**src/rtl/opstate_pkg.sv**
```systemverilog
package opstate_pkg;
  localparam int CTRL_OFS = 'h00;
  localparam int GRPEN_OFS = 'h04;
  localparam int STAT_OFS = 'h08;

  typedef enum logic [1:0] {
    CMD_RESET = 2'd0,
    CMD_SLEEP = 2'd1,
    CMD_SHUTDOWN = 2'd2,
    CMD_WAKEUP = 2'd3
  } opCmd_e;

  // strobes from the sequencer to the datapath
  typedef struct packed {
    logic launch;
    logic finish;
    logic busy;
  } opStrobes_t;
endpackage

```
**src/rtl/opstate_ctrl.sv**
```systemverilog
module opstate_ctrl
  import opstate_pkg::*;
(
  input  logic clk,
  input  logic rstN,
  input  logic ctrlWrHit,
  input  logic reqReady,
  input  logic rspValid,
  output logic reqValid,
  output opStrobes_t strb
);
  typedef enum logic [1:0] {ST_IDLE, ST_REQ, ST_WAIT} state_e;
  state_e state, stateNext;

  always_comb begin
    stateNext = state;
    strb = '0;
    unique case (state)
      ST_IDLE: if (ctrlWrHit) begin
        stateNext = ST_REQ;
        strb.launch = 1'b1;
      end
      ST_REQ: if (reqReady) stateNext = ST_WAIT;
      ST_WAIT: if (rspValid) begin
        stateNext = ST_IDLE;
        strb.finish = 1'b1;
      end
      default: stateNext = ST_IDLE;
    endcase
    strb.busy = (state != ST_IDLE);
  end

  always_ff @(posedge clk or negedge rstN) begin
    if (!rstN) state <= ST_IDLE;
    else state <= stateNext;
  end

  assign reqValid = (state == ST_REQ);

  assert_launch_R3: assert property (@(posedge clk) disable iff (!rstN)
    (state == ST_IDLE && ctrlWrHit) |=> (reqValid && strb.busy));
  assert_hold_R5: assert property (@(posedge clk) disable iff (!rstN)
    (reqValid && !reqReady) |=> reqValid);
  assert_drop_R5: assert property (@(posedge clk) disable iff (!rstN)
    (reqValid && reqReady) |=> !reqValid);
  assert_done_R6: assert property (@(posedge clk) disable iff (!rstN)
    (state == ST_WAIT && rspValid) |=> !strb.busy);
  assert_early_rsp_R9: assert property (@(posedge clk) disable iff (!rstN)
    (state == ST_REQ && rspValid && !reqReady) |=> (strb.busy && reqValid));
endmodule

```
**src/rtl/opstate_datapath.sv**
```systemverilog
module opstate_datapath
  import opstate_pkg::*;
#(
  parameter int ADDR_W = 8,
  parameter int DATA_W = 32,
  parameter int NUM_IDS = 16,
  parameter int CMD_W = 4,
  parameter int BCAST_ID = 11,
  localparam int ID_W = $clog2(NUM_IDS)
) (
  input  logic clk,
  input  logic rstN,
  input  logic regWrEn,
  input  logic [ADDR_W-1:0] regAddr,
  input  logic [DATA_W-1:0] regWdata,
  output logic [DATA_W-1:0] regRdata,
  input  opStrobes_t strb,
  input  logic rspNack,
  output logic ctrlWrHit,
  output logic [CMD_W-1:0] reqCmd,
  output logic [ID_W-1:0] reqTarget,
  output logic reqGroup
);
  localparam logic [NUM_IDS-1:0] BCAST_MASK = NUM_IDS'(1) << BCAST_ID;

  logic [NUM_IDS-1:0] grpMask;
  logic [CMD_W-1:0] cmdReg;
  logic [ID_W-1:0] tgtReg;
  logic grpFlag, nackFlag, isBcast, grpWrHit;
  logic unusedWdata;

  assign unusedWdata = ^regWdata;
  assign ctrlWrHit = regWrEn && (regAddr == ADDR_W'(CTRL_OFS));
  assign grpWrHit = regWrEn && (regAddr == ADDR_W'(GRPEN_OFS));
  assign isBcast = (grpMask == BCAST_MASK);

  always_ff @(posedge clk or negedge rstN) begin
    if (!rstN) grpMask <= '0;
    else if (grpWrHit) grpMask <= regWdata[NUM_IDS-1:0];
  end

  always_ff @(posedge clk or negedge rstN) begin
    if (!rstN) begin
      cmdReg <= '0;
      tgtReg <= '0;
      grpFlag <= 1'b0;
    end else if (strb.launch) begin
      cmdReg <= regWdata[ID_W +: CMD_W];
      tgtReg <= isBcast ? ID_W'(BCAST_ID) : regWdata[ID_W-1:0];
      grpFlag <= isBcast;
    end
  end

  always_ff @(posedge clk or negedge rstN) begin
    if (!rstN) nackFlag <= 1'b0;
    else if (strb.launch) nackFlag <= 1'b0;
    else if (strb.finish) nackFlag <= rspNack;
  end

  always_comb begin
    regRdata = '0;
    if (regAddr == ADDR_W'(CTRL_OFS)) regRdata = DATA_W'({cmdReg, tgtReg});
    else if (regAddr == ADDR_W'(GRPEN_OFS)) regRdata = DATA_W'(grpMask);
    else if (regAddr == ADDR_W'(STAT_OFS)) regRdata = DATA_W'({nackFlag, strb.busy});
  end

  assign reqCmd = cmdReg;
  assign reqTarget = tgtReg;
  assign reqGroup = grpFlag;

  assert_bcast_R4: assert property (@(posedge clk) disable iff (!rstN)
    (strb.launch && isBcast) |=> (reqTarget == ID_W'(BCAST_ID) && reqGroup));
  assert_ignore_busy_R8: assert property (@(posedge clk) disable iff (!rstN)
    (ctrlWrHit && strb.busy) |=> ($stable(reqTarget) && $stable(reqCmd) && $stable(reqGroup)));
  assert_nack_capture_R7: assert property (@(posedge clk) disable iff (!rstN)
    strb.finish |=> (nackFlag == $past(rspNack)));
  assert_nack_sticky_R7: assert property (@(posedge clk) disable iff (!rstN)
    (nackFlag && !strb.launch) |=> nackFlag);
endmodule

```
**src/rtl/opstate_cmd_ctrl.sv**
```systemverilog
module opstate_cmd_ctrl
  import opstate_pkg::*;
#(
  parameter int ADDR_W = 8,
  parameter int DATA_W = 32,
  parameter int NUM_IDS = 16,
  parameter int CMD_W = 4,
  parameter int BCAST_ID = 11,
  localparam int ID_W = $clog2(NUM_IDS)
) (
  input  logic clk,
  input  logic rstN,
  input  logic regWrEn,
  input  logic [ADDR_W-1:0] regAddr,
  input  logic [DATA_W-1:0] regWdata,
  output logic [DATA_W-1:0] regRdata,
  output logic reqValid,
  input  logic reqReady,
  output logic [CMD_W-1:0] reqCmd,
  output logic [ID_W-1:0] reqTarget,
  output logic reqGroup,
  input  logic rspValid,
  input  logic rspNack
);
  opStrobes_t strb;
  logic ctrlWrHit;

  opstate_ctrl u_ctrl (
    .clk(clk), .rstN(rstN), .ctrlWrHit(ctrlWrHit), .reqReady(reqReady),
    .rspValid(rspValid), .reqValid(reqValid), .strb(strb)
  );

  opstate_datapath #(
    .ADDR_W(ADDR_W), .DATA_W(DATA_W), .NUM_IDS(NUM_IDS),
    .CMD_W(CMD_W), .BCAST_ID(BCAST_ID)
  ) u_dp (
    .clk(clk), .rstN(rstN), .regWrEn(regWrEn), .regAddr(regAddr),
    .regWdata(regWdata), .regRdata(regRdata), .strb(strb), .rspNack(rspNack),
    .ctrlWrHit(ctrlWrHit), .reqCmd(reqCmd), .reqTarget(reqTarget), .reqGroup(reqGroup)
  );
endmodule

```
**config.mk**
```make
export PLATFORM = sky130hd
export DESIGN_NAME = opstate_cmd_ctrl
export DESIGN_NICKNAME = d
export VERILOG_FILES = /design/src/rtl/opstate_pkg.sv /design/src/rtl/opstate_ctrl.sv /design/src/rtl/opstate_datapath.sv /design/src/rtl/opstate_cmd_ctrl.sv
export SDC_FILE = /design/constraint.sdc
export NUM_CORES = 1
export LEC_CHECK = 0
export ABC_CLOCK_PERIOD_IN_PS = 1800
export BUFFER_PORTS_ARGS = -buffer_cell sky130_fd_sc_hd__buf_2
export CAP_MARGIN = 20
export CORE_ASPECT_RATIO = 0.7
export CORE_MARGIN = 4
export CORE_UTILIZATION = 39
export DETAILED_ROUTE_END_ITERATION = 8
export GPL_ROUTABILITY_DRIVEN = 0
export PLACE_DENSITY = 0.81
export SLEW_MARGIN = 40
export SYNTH_ARGS = -nofsm -noshare
export SYNTH_HDL_FRONTEND = slang
export SYNTH_SLANG_ARGS = --single-unit
```
**constraint.sdc**
```tcl
create_clock -name clk -period 1.8 [get_ports clk]
set_input_delay 0.09 -clock clk [delete_from_list [all_inputs] [get_ports clk]]
set_output_delay 0.09 -clock clk [all_outputs]
set_load 0.02 [all_outputs]
```
==> flow_summary.json, run 1 <==
{
  "outcome": "completed",
  "wl_um": 3510,
  "clkTransAtPathRegs_ns": 0.09,
  "die_area_mm2": 0.00494,
  "synthSimpleGateAreaFrac_pct": 15.1,
  "synth_top_family_by_area": "multiplexers",
  "grt_pass1_vias": 1188,
  "die_y_um": 60.0,
  "cts_tree": "built",
  "holdPathStages": 2,
  "slowest_stage": "and2_0",
  "crit_buf_inv": 3,
  "drt_iter0_markers": 68,
  "cts-root-buf": "clkbuf_8",
  "hp-class": "input port to flip-flop",
  "syn_area_per_cell_um2": 11.6,
  "fillers": 342,
  "synth_compound_area_share_pct": 8.37,
  "routedWlPerCell_um": 14.7,
  "max_cap_violations": 0,
  "tns_ns": 0,
  "cpPeakStageDelay_ns": 0.39,
  "rsz0062_at_grt": "no",
  "nets": 237,
  "regArea_um2": 701,
  "yosys_warnings": 0,
  "drcViolationCount": 0,
  "h-tree-depth": 1,
  "final_common_cell": "buf_2",
  "overflow": 0,
  "worst_slack_ns": 0.256,
  "p_leak_nw": 1.07,
  "cp_max_fo": 17,
  "synth_mux_area_share_pct": 17.6,
  "finClkSkew_ns": 0.00128,
  "hold_violations": 0,
  "start_kind": "input port",
  "end_kind": "primary output",
  "num_vias": 1155,
  "vdd_drop_max_mv": 0.399,
  "final_util_pct": 51.2,
  "worstPathCellList": "buf_2 > nor4_2 > buf_4 > and2_0 > a22o_1 > buf_2",
  "io_buffers": 55,
  "dp_worst_setup_slack_ns": 0.242,
  "final_antenna_net_count": 0,
  "die_w_um": 82.3,
  "syn_to_final_growth_pct": 23.1,
  "fp.coreArea_mm2": 0.00363,
  "max_slew_margin_pct": 58.0,
  "antenna_found_initial": 0,
  "p_per_area_mw_per_mm2": 646,
  "layout_common_cells": "buf_2 (55), dfrtp_1 (28), conb_1 (16)",
  "arrival_ns": 1.45,
  "cp_top_family": "simple AND/OR/NAND/NOR gates",
  "synth.ff_latch_count": 28,
  "cts_buffers": 3,
  "synth_xor_area_share_pct": 0,
  "grt_first_pass_wirelength_um": 5520,
  "ys_types": 28,
  "clk_path_buf_depth": 2,
  "finalCritPeriodShare_pct": 85.8,
  "crit_path_frequent_cell": "buf_2",
  "initial_core_util_pct": 41.6,
  "fmax_ghz": 0.648,
  "ff2ff_path_depth": 3,
  "synthTopCellsByArea": "dfrtp_1 (46%), mux2_1 (11%), buf_4 (9.0%), and3_1 (4.6%), a22o_1 (4.1%)",
  "ys_seq_area_share_pct": 46.4,
  "drive_gt1_share_pct": 38.6,
  "io_pins": 88,
  "grt_max_degree": 29,
  "vias_per_cell": 4.83,
  "synth-adder-area-share_pct": 0,
  "path_depth": 6,
  "drt_pre_antenna_iters": 4,
  "num_rows": 18,
  "gr-usage-all-layers_pct": 14.5,
  "syn_inst": 130,
  "multi_input_area_um2": 679,
  "dp_hpwl_um": 2760,
  "slew_violations": 0,
  "syn-cell-area_mm2": 0.00151,
  "worstMarginPinSlew_ns": 0.629,
  "setup.worst_path.class": "input port to primary output",
  "synth_top_area_share_pct": 46.4,
  "synth_top_area_cell": "dfrtp_1",
  "ctsResizeCount": 0,
  "fin_crit_ns": 1.54,
  "setup_viol": 0,
  "insertion_delay_ns": 0.27,
  "required_ns": 1.71,
  "cts.sinks": 28,
  "diodes": 0
}
-- timing repair --
action	CTS	global route
hold endpoints to repair	28	0
hold buffers	1	0
buffers inserted	0	0
-- cell usage after synthesis, drive strengths merged --
| cell type | instances |
|---|---|
| buf | 20 |
| nor4b | 2 |
| nand2b | 2 |
| a31oi | 6 |
| mux2i | 4 |
| clkbuf | 2 |
| o22ai | 2 |
| nor4 | 5 |
| inv | 6 |
| and3 | 11 |
| conb | 1 |
| nand3b | 1 |
| o21ai | 1 |
| nand3 | 1 |
| a22o | 7 |
| a32o | 1 |
| and2 | 4 |
| nor3b | 2 |
| dfrtp | 28 |
| nand4 | 1 |
| nor2 | 3 |
| mux2 | 20 |
-- cell families after synthesis --
kind of cell | Yosys count
AOI/OAI and AO/OA | 17
buffers and inverters | 28
DFF | 28
muxes | 24
other | 1
and+or+nand+nor | 32
-- report_power, final --
group          internal, mW  switching [mW]  leakage, nW
clock                 0.150           0.181       0.0216
sequential            0.661          0.0245        0.381
combinational        0.0710           0.111        0.671
total                 0.882           0.317         1.07
-- area by class of cell --
type / instances / area share, %
Sequential cell: 28 / 37.7
Multi-Input combinational cell: 89 / 36.6
Timing Repair Buffer: 63 / 18.9
Tap cell: 50 / 3.37
Clock buffer: 3 / 2.22
Inverter: 6 / 1.21
-- worst paths after layout --
kind | from | end | slack, ns
min in group asynchronous | rstN | u_dp.grpMask[11] | 0.37
worst max register to register | u_ctrl.state[1] | u_dp.reqCmd[0] | 0.29
max in group asynchronous | rstN | u_dp.grpMask[3] | 1.02
worst min-delay path | reqReady | u_ctrl.state[0] | 0.03
worst min register to register | u_dp.grpMask[15] | u_dp.grpMask[15] | 0.53
worst max-delay path | regAddr[1] | regRdata[6] | 0.26
-- sequential cells by signal, summed over array words and instances, names as in the netlist --
signal / cells
u_dp.grpMask: 16
u_dp.reqGroup: 1
u_dp.nackFlag: 1
u_ctrl.state: 2
u_dp.reqTarget: 4
u_dp.reqCmd: 4
-- per-stage QoR --
step           total power, mW  area (um2)  hold slack (ns)  instances
2_1_floorplan            0.815        1570           -0.206        145
3_3_place_gp             0.873        1810            0.132        235
3_5_place_dp             0.879        1810            0.147        235
4_1_cts                   1.21        1860           0.0257        239
5_1_grt                   1.26        1860           0.0230        239
6_report                  1.20        1860           0.0286        239
-- routing by layer --
metal	part of all wire, %	track usage, %	wire [um]	vias to the layer above
li1	-	-	-	560
met1	50	21.5	1750	533
met2	40	21.1	1390	60
met3	10	4.52	358	2
met4	0.23	2.13	8	0
met5	0	0	0	-
-- worst reg2reg max path: stages (launching register included) --
cell     delay (ns)
dfrtp_1        0.43
nor3b_1        0.25
and3_1         0.36
mux2_2         0.37
Note: power is estimated with default switching activity, not from simulation.
==> run 2, diff against run 1 <==
--- a/config.mk
+++ b/config.mk
@@ -5,7 +5,7 @@
 export SDC_FILE = /design/constraint.sdc
 export NUM_CORES = 1
 export LEC_CHECK = 0
-export ABC_CLOCK_PERIOD_IN_PS = 1800
+export ABC_CLOCK_PERIOD_IN_PS = 1970
 export BUFFER_PORTS_ARGS = -buffer_cell sky130_fd_sc_hd__buf_2
 export CAP_MARGIN = 20
 export CORE_ASPECT_RATIO = 0.7
==> constraint.sdc (replaced) <==
create_clock -name clk -period 1.97 [get_ports clk]
set_input_delay 0.0985 -clock clk [delete_from_list [all_inputs] [get_ports clk]]
set_output_delay 0.0985 -clock clk [all_outputs]
set_load 0.02 [all_outputs]
==> flow_summary.json, run 2 (synthesis gave the netlist of run 1 again) <==
{
  "nets": 236,
  "finalCritPeriodShare_pct": 79.7,
  "initial_core_util_pct": 41.6,
  "switching_power_mw": 0.303,
  "drt_iter0_markers": 58,
  "tns_ns": 0,
  "final_antenna_net_count": 0,
  "worst_slack_ns": 0.401,
  "grt_max_degree": 29,
  "grt_pass1_vias": 1110,
  "setup.worst_path.class": "input port to primary output",
  "crit_path_frequent_cell": "buf_2",
  "dp_worst_setup_slack_ns": 0.324,
  "total_power_mw": 1.24,
  "placed_cells_incl_taps": 234,
  "hold_violations": 0,
  "drt_pre_antenna_iters": 4,
  "num_vias": 1175,
  "ff2ff_path_depth": 3,
  "regToRegSetupSlack_ns": 0.44,
  "num_rows": 18,
  "fmax_ghz": 0.637,
  "crit_buf_inv": 3,
  "fp.coreArea_mm2": 0.00363,
  "regMostFlops": "u_dp.grpMask",
  "final_util_pct": 51.8,
  "hp-class": "input port to flip-flop",
  "overflow": 0,
  "die_y_um": 60.0,
  "pwr-share-clk_pct": 36.2,
  "outcome": "completed",
  "routedWlPerCell_um": 14.7,
  "arrival_ns": 1.47,
  "max_cap_violations": 0,
  "cts-root-buf": "clkbuf_8",
  "slew_violations": 0,
  "postCtsSetupBuffers": 0,
  "cts.sinks": 28,
  "die_area_mm2": 0.00494,
  "h-tree-depth": 1,
  "cts_tree": "built",
  "gr-usage-all-layers_pct": 14.7,
  "rr_startpoint": "u_ctrl.state[1]",
  "critPathCapture": "regRdata[2]",
  "antenna_found_initial": 0,
  "wl_um": 3510,
  "clkTransAtPathRegs_ns": 0.10,
  "internal_power_mw": 0.941,
  "switching_share_pct": 24.3,
  "drive_gt1_share_pct": 38.6,
  "worstPathCellList": "buf_2 > nor4b_4 > buf_4 > and2_0 > a22o_1 > buf_2",
  "worstMarginPinSlew_ns": 0.624,
  "cp_top_family": "simple AND/OR/NAND/NOR gates",
  "die_w_um": 82.3,
  "dp_hpwl_um": 2790,
  "io_pins": 88,
  "grt_first_pass_wirelength_um": 5510,
  "insertion_delay_ns": 0.27,
  "layoutNonFillerInstCount": 239,
  "largest_reg_flops": 16,
  "r2r_end": "u_dp.reqCmd[0]",
  "cpPeakStageDelay_ns": 0.35,
  "diodes": 0,
  "finClkSkew_ns": 0.00805,
  "drcViolationCount": 0,
  "startpoint": "regAddr[3]",
  "p_seq_share_pct": 50.4,
  "path_depth": 6,
  "p_leak_nw": 1.08,
  "layout_common_cells": "buf_2 (55), dfrtp_1 (28), conb_1 (16)",
  "vdd_drop_max_mv": 0.453,
  "vias_per_cell": 4.92,
  "slowest_stage": "and2_0",
  "setup_viol": 0,
  "cp_max_fo": 9,
  "final_common_cell": "buf_2",
  "rsz0062_at_grt": "no",
  "max_slew_margin_pct": 58.4,
  "io_buffers": 55,
  "required_ns": 1.87,
  "start_kind": "input port",
  "clk_path_buf_depth": 2,
  "cts_buffers": 3,
  "p_per_area_mw_per_mm2": 662,
  "end_kind": "primary output",
  "syn_to_final_growth_pct": 24.5,
  "p_comb_share_pct": 13.4,
  "fin_crit_ns": 1.57
}
==> run 2: cell count changes in the layout (fill, tap and decap cells not counted), sizes merged <==
cell    previous run  this run
buf               62        61
bufinv             0         1
==> run 2: stage by stage <==
step	hold WS, ns	instance area [um2]
3_5_place_dp	0.153	1800
4_1_cts	0.0284	1880
6_report	0.0312	1880
3_3_place_gp	0.142	1800
5_1_grt	0.0288	1880
2_1_floorplan	-0.197	1570
==> run 2: layout make-up <==
class	instances	area, um2
fillers	333	1750
clock inverters	1	30.0
multi-input cells	89	679
well taps	50	62.6
inverters	6	22.5
repair buffers	62	343
flip-flops and latches	28	701
clock buffers	3	41.3
==> run 2: worst min-delay path by stage <==
stage,start,end,slack [ns],depth (start not counted)
after detailed placement,rstN,u_dp.grpMask[8],0.15,1
final,regWdata[13],u_dp.grpMask[13],0.03,2
after CTS,regWdata[9],u_dp.grpMask[9],0.03,2
after global placement,rstN,u_dp.grpMask[8],0.14,1
after global routing,regWdata[8],u_dp.grpMask[8],0.03,2
after floorplan,rstN,u_ctrl.state[0],-0.20,0
==> run 2: repair_timing <==
item | in CTS | in global routing
gates resized for setup | 0 | 0
hold buffers | 1 | 0
endpoints found under the hold margin | 28 | 0
==> run 2: per-layer routing <==
| metal | wire [um] | global-route usage (%) | share of wire, % | up-vias |
|---|---|---|---|---|
| li1 | - | - | - | 555 |
| met1 | 1670 | 22.1 | 47 | 560 |
| met2 | 1450 | 21.2 | 41 | 60 |
| met3 | 392 | 4.82 | 11 | 0 |
| met4 | 0 | 1.42 | 0 | 0 |
| met5 | 0 | 0 | 0 | - |
==> run 2: power groups by stage <==
stage	sequential, mW	combinational, mW	clock [mW]
2_1_floorplan	0.646	0.0993	0
3_3_place_gp	0.636	0.162	0
3_5_place_dp	0.638	0.166	0
4_1_cts	0.626	0.168	0.457
5_1_grt	0.631	0.185	0.486
6_report	0.627	0.167	0.450
